## src/rtl/pix_link_pkg.sv

```systemverilog
package pix_link_pkg;
  typedef enum logic [1:0] {
    RX_WAIT  = 2'd0,
    RX_BODY  = 2'd1,
    RX_CLOSE = 2'd2
  } rx_state_t;

  localparam logic LINE_REST = 1'b1;
  localparam logic MARK_OPEN = 1'b0;
  localparam logic MARK_SHUT = 1'b1;
endpackage

```

## src/rtl/pix_link_tx.sv

```systemverilog
module pix_link_tx #(
  parameter int PIX_W   = 12,
  parameter int BIT_DIV = 8
) (
  input  logic             clk,
  input  logic             rst,
  input  logic [PIX_W-1:0] word_i,
  input  logic             word_vld_i,
  output logic             word_rdy_o,
  output logic             lane_dat_o,
  output logic             lane_stb_o
);
  import pix_link_pkg::*;

  localparam int FRAME_W = PIX_W + 2;
  localparam int CNT_W   = $clog2(FRAME_W);
  localparam int DIV_W   = (BIT_DIV > 1) ? $clog2(BIT_DIV) : 1;

  logic               busy;
  logic [FRAME_W-1:0] shreg;
  logic [CNT_W-1:0]   bit_cnt;
  logic [DIV_W-1:0]   div_cnt;
  logic               div_end;
  logic               last_bit;
  logic               take;

  assign div_end    = (div_cnt == DIV_W'(BIT_DIV - 1));
  assign last_bit   = (bit_cnt == CNT_W'(FRAME_W - 1));
  assign word_rdy_o = !busy || (last_bit && div_end);
  assign take       = word_vld_i && word_rdy_o;

  always_ff @(posedge clk) begin
    if (rst) begin
      busy       <= 1'b0;
      shreg      <= '1;
      bit_cnt    <= '0;
      div_cnt    <= '0;
      lane_dat_o <= LINE_REST;
      lane_stb_o <= 1'b0;
    end else if (take) begin
      busy       <= 1'b1;
      shreg      <= {MARK_SHUT, word_i, MARK_OPEN};
      bit_cnt    <= '0;
      div_cnt    <= '0;
      lane_dat_o <= MARK_OPEN;
      lane_stb_o <= !lane_stb_o;
    end else if (busy) begin
      if (div_end) begin
        div_cnt <= '0;
        if (last_bit) begin
          busy       <= 1'b0;
          lane_dat_o <= LINE_REST;
        end else begin
          bit_cnt    <= bit_cnt + 1'b1;
          shreg      <= {1'b1, shreg[FRAME_W-1:1]};
          lane_dat_o <= shreg[1];
          lane_stb_o <= !lane_stb_o;
        end
      end else begin
        div_cnt <= div_cnt + 1'b1;
      end
    end
  end
endmodule

```

## src/rtl/pix_link_lane_cap.sv

```systemverilog
module pix_link_lane_cap (
  input  logic clk,
  input  logic rst,
  input  logic lane_dat_i,
  input  logic lane_stb_i,
  output logic bit_stb_o,
  output logic bit_val_o
);
  import pix_link_pkg::*;

  logic stb_q;
  logic stb_qq;
  logic dat_q;

  always_ff @(posedge clk) begin
    if (rst) begin
      stb_q  <= 1'b0;
      stb_qq <= 1'b0;
      dat_q  <= LINE_REST;
    end else begin
      stb_q  <= lane_stb_i;
      stb_qq <= stb_q;
      dat_q  <= lane_dat_i;
    end
  end

  assign bit_stb_o = stb_q ^ stb_qq;
  assign bit_val_o = dat_q;
endmodule

```

## src/rtl/pix_link_rx.sv

```systemverilog
module pix_link_rx #(
  parameter int PIX_W = 12
) (
  input  logic             clk,
  input  logic             rst,
  input  logic             bit_stb_i,
  input  logic             bit_val_i,
  output logic [PIX_W-1:0] word_o,
  output logic             word_vld_o,
  output logic             frame_err_o
);
  import pix_link_pkg::*;

  localparam int CNT_W = $clog2(PIX_W);

  rx_state_t        state;
  logic [PIX_W-1:0] gather;
  logic [CNT_W-1:0] got_cnt;

  always_ff @(posedge clk) begin
    if (rst) begin
      state       <= RX_WAIT;
      gather      <= '0;
      got_cnt     <= '0;
      word_o      <= '0;
      word_vld_o  <= 1'b0;
      frame_err_o <= 1'b0;
    end else begin
      word_vld_o  <= 1'b0;
      frame_err_o <= 1'b0;
      if (bit_stb_i) begin
        case (state)
          RX_WAIT: begin
            if (bit_val_i == MARK_OPEN) begin
              state   <= RX_BODY;
              got_cnt <= '0;
            end
          end
          RX_BODY: begin
            gather <= {bit_val_i, gather[PIX_W-1:1]};
            if (got_cnt == CNT_W'(PIX_W - 1)) begin
              state <= RX_CLOSE;
            end else begin
              got_cnt <= got_cnt + 1'b1;
            end
          end
          RX_CLOSE: begin
            state <= RX_WAIT;
            if (bit_val_i == MARK_SHUT) begin
              word_o     <= gather;
              word_vld_o <= 1'b1;
            end else begin
              frame_err_o <= 1'b1;
            end
          end
          default: state <= RX_WAIT;
        endcase
      end
    end
  end
endmodule

```

## src/rtl/pix_link.sv

```systemverilog
module pix_link #(
  parameter int PIX_W   = 12,
  parameter int BIT_DIV = 8
) (
  input  logic             clk,
  input  logic             rst,
  input  logic [PIX_W-1:0] in_data,
  input  logic             in_valid,
  output logic             in_ready,
  output logic             tx_lane_dat,
  output logic             tx_lane_stb,
  input  logic             rx_lane_dat,
  input  logic             rx_lane_stb,
  output logic [PIX_W-1:0] out_data,
  output logic             out_valid,
  output logic             out_frame_err
);
  logic cap_stb;
  logic cap_val;

  pix_link_tx #(.PIX_W(PIX_W), .BIT_DIV(BIT_DIV)) u_tx (
    .clk        (clk),
    .rst        (rst),
    .word_i     (in_data),
    .word_vld_i (in_valid),
    .word_rdy_o (in_ready),
    .lane_dat_o (tx_lane_dat),
    .lane_stb_o (tx_lane_stb)
  );

  pix_link_lane_cap u_cap (
    .clk        (clk),
    .rst        (rst),
    .lane_dat_i (rx_lane_dat),
    .lane_stb_i (rx_lane_stb),
    .bit_stb_o  (cap_stb),
    .bit_val_o  (cap_val)
  );

  pix_link_rx #(.PIX_W(PIX_W)) u_rx (
    .clk         (clk),
    .rst         (rst),
    .bit_stb_i   (cap_stb),
    .bit_val_i   (cap_val),
    .word_o      (out_data),
    .word_vld_o  (out_valid),
    .frame_err_o (out_frame_err)
  );
endmodule

```

## config.mk

```make
export PLATFORM = sky130hd
export DESIGN_NAME = pix_link
export DESIGN_NICKNAME = d
export VERILOG_FILES = /design/src/rtl/pix_link_pkg.sv /design/src/rtl/pix_link_tx.sv /design/src/rtl/pix_link_lane_cap.sv /design/src/rtl/pix_link_rx.sv /design/src/rtl/pix_link.sv
export SDC_FILE = /design/constraint.sdc
export NUM_CORES = 1
export LEC_CHECK = 0
export BUFFER_PORTS_ARGS = -buffer_cell sky130_fd_sc_hd__buf_2
export CORE_MARGIN = 8
export CORE_UTILIZATION = 45
export CTS_CLUSTER_SIZE = 28
export DETAILED_ROUTE_END_ITERATION = 8
export MAX_ROUTING_LAYER = met4
export PLACE_DENSITY_LB_ADDON = 0.08
export SLEW_MARGIN = 40
export SYNTH_ARGS = -nofsm -noshare
export SYNTH_HDL_FRONTEND = slang
export SYNTH_SLANG_ARGS = --single-unit
```

## constraint.sdc

```tcl
create_clock -name clk -period 3.26 [get_ports clk]
set_input_delay 0.489 -clock clk [delete_from_list [all_inputs] [get_ports clk]]
set_output_delay 0.489 -clock clk [all_outputs]
set_load 0.01 [all_outputs]
```

==> qor.csv <==
metric,value,unit
worstRegToRegCells,6,
critPathKind,flop to output port,
wl_per_cell,12.09,um
hpwl,2.855,mm
avgSynthCellArea,9.341,um2
clock_latency,0.32,ns
drt-vias-per-instance,5.014,
coreArea,5042,um2
regArea,1141,um2
antenna-diode-count,0,
synth_edf_count,0,
crit_slowest_cell,dfxtp_1,
skew,0.009246,ns
hold_path_class,input pin to flop,
grt_antenna_before_repair,0,
async_reset_ff_frac,0,
p_sw,0.0003277,W
cp_common_cell,ha_1,
syn_inst,249,
dp.cells,339,
syn_area,2326,um2
min_path_cells,2,
grt_pass1_wl,7.265,mm
vias,1780,
die_area,7726,um2
drc,0,
setup_violations,0,
fill_cells,473,
io_pins,34,
critPathMaxFanout,6,
startpoint_type,flop,
worst_slew_pin_slew,0.5052,ns
synth_seq_cells,57,
p_leak,1.036,nW
drt-pass1-iter-count,4,
yosys_warnings,0,
synth_cell_type_count,34,
min_period,1.968,ns
root_buffer,clkbuf_8,
track_usage,0.1226,
seqPwrFrac,0.475,
cts_buffers,9,
globalplace.congestion,0.7742,
finalHoldViolCount,0,
period_share,0.6037,
synth_fp_nets,271,
die_h,87.90,um
required,2.77,ns
start_util,0.4613,
fin_cells,355,
rsz0062_at_grt,false,
fp-row-count,26,
seq_area_frac_synth,0.4906,
cts_tree,done,
clkTransAtPathRegs,0.06,ns
outcome,"finished, final reports clean",
mostFrequentLayoutCell,dfxtp_1,
ant_nets,0,
layout.nets,302,
synth-main-ff-cell,dfxtp_1,
grt-ovfl-total,0,
drive_above_1_share,0.2105,
final_cell_mix,"dfxtp_1, nor2_1, buf_2",
numPortBuffers,33,
critPathMaxStageDelay,0.36,ns
wl,4.291,mm
clk_path_buf_depth,2,
ir_drop,0.4023,mV
crit_chain,ha_1 -> ha_1 -> nand4_1 -> nand2_1 -> buf_2,
cts_sinks,57,
maxSlewViolCount,0,
die_w,87.90,um
setup_tns,0,ns
p_comb_frac,0.054,
h-tree-depth,3,
worstPathArrival,1.48,ns
hold_buffers,0,
grt_pass1_vias,1657,
endpoint_kind,output port,
post_cts_buffers,0,
p_int,0.001194,W
multi_input_area,1127,um2
max-slew-margin-rel,0.6615,
cts_resized,0,
clockPowerShare,0.471,
synthToLayoutAreaGrowth,19.58,%
maxCapViolCount,0,
pwr_density_cell,547.0,nW/um2
drtIter0Drc,67,
p_sw_frac,0.2154,
grt_max_degree,51,
fmax,508.2,MHz
## layout make-up
type	count	area share
inverters	2	0.002699
multi-input cells	173	0.4053
well taps	70	0.03149
flip-flops and latches	57	0.4103
clock inverters	5	0.02834
repair buffers	37	0.07108
clock buffers	11	0.05083
## stage by stage
step                utilization  setup WS (ns)  hold WS (ns)  total power (W)  instance area (um2)
finish                   0.5516          1.292        0.3660         0.001521                 2781
CTS                      0.5496          1.273        0.3540         0.001540                 2771
global route             0.5516          1.200        0.3590         0.001581                 2781
global placement         0.5060          1.398        0.4691        0.0008205                 2551
floorplan                     -          1.394        0.4498        0.0007946                 2326
detailed placement       0.5060          1.365        0.4786        0.0008203                 2551
## state kept, by name, indices dropped and copies added (netlist names), 2 cells and up
name          cells
u_tx.bit_cnt      4
u_rx.got_cnt      4
u_rx.state        2
u_rx.gather      12
u_rx.word_o      12
u_tx.shreg       12
u_tx.div_cnt      3
## critical path: cells and delay by family, from the launching register on
| kind | cells | cell delay (ns) |
|---|---|---|
| adder cells (fa/ha/maj) | 2 | 0.40 |
| buffers and inverters | 1 | 0.13 |
| flip-flops | 1 | 0.36 |
| AND/OR/NAND/NOR | 2 | 0.28 |
## cell usage after synthesis (all sizes together) (3+ instances only)
cell type / n / share of area
mux2i: 26 / 0.11
o21ai: 3 / 0.0065
nand3: 3 / 0.0065
xnor2: 5 / 0.019
nand2b: 3 / 0.0081
nor2: 50 / 0.081
nor3: 15 / 0.032
a21oi: 6 / 0.013
nand2: 8 / 0.013
clkbuf: 14 / 0.023
nand3b: 3 / 0.0097
dfxtp: 57 / 0.49
nor4: 15 / 0.040
a221oi: 11 / 0.041
ha: 5 / 0.027
nor3b: 3 / 0.012
nor2b: 4 / 0.011
buf: 3 / 0.0059
## metal layers
layer	up-vias	part of all wire	global-route usage
met4	0	0.012	0.07031
met5	-	0	-
li1	941	-	-
met1	812	0.54	0.1589
met3	4	0.030	0.03471
met2	23	0.42	0.1648
## logic make-up after synthesis
| family | after synthesis | synth area share |
|---|---|---|
| muxes | 27 | 0.1167 |
| DFF | 57 | 0.4906 |
| xor gates and xnor gates | 6 | 0.02259 |
| AOI/OAI and AO/OA | 25 | 0.07853 |
| buffers and inverters | 19 | 0.03174 |
| and+or+nand+nor | 110 | 0.2329 |
| adders and majority gates | 5 | 0.02690 |
## final timing paths
| path | from | slack [ns] | endpoint |
|---|---|---|---|
| hold / removal | rx_lane_dat | 0.37 | u_cap.bit_val_o$_SDFF_PP1_ |
| hold reg to reg | u_tx.div_cnt[1]$_SDFFE_PP0P_ | 0.48 | u_tx.div_cnt[1]$_SDFFE_PP0P_ |
| setup / recovery | u_tx.div_cnt[0]$_SDFFE_PP0P_ | 1.29 | in_ready |
| setup reg to reg | u_tx.div_cnt[0]$_SDFFE_PP0P_ | 1.36 | u_tx.bit_cnt[1]$_SDFFE_PP0P_ |
## power by group through the flow
stage | clock network, W | registers [W] | logic, W
floorplan | 0 | 0.000735 | 0.0000599
global placement | 0 | 0.000738 | 0.0000830
detailed placement | 0 | 0.000737 | 0.0000828
CTS | 0.000735 | 0.000722 | 0.0000832
global route | 0.000763 | 0.000724 | 0.0000944
finish | 0.000716 | 0.000723 | 0.0000829
Note: power is estimated with default switching activity, not from simulation.
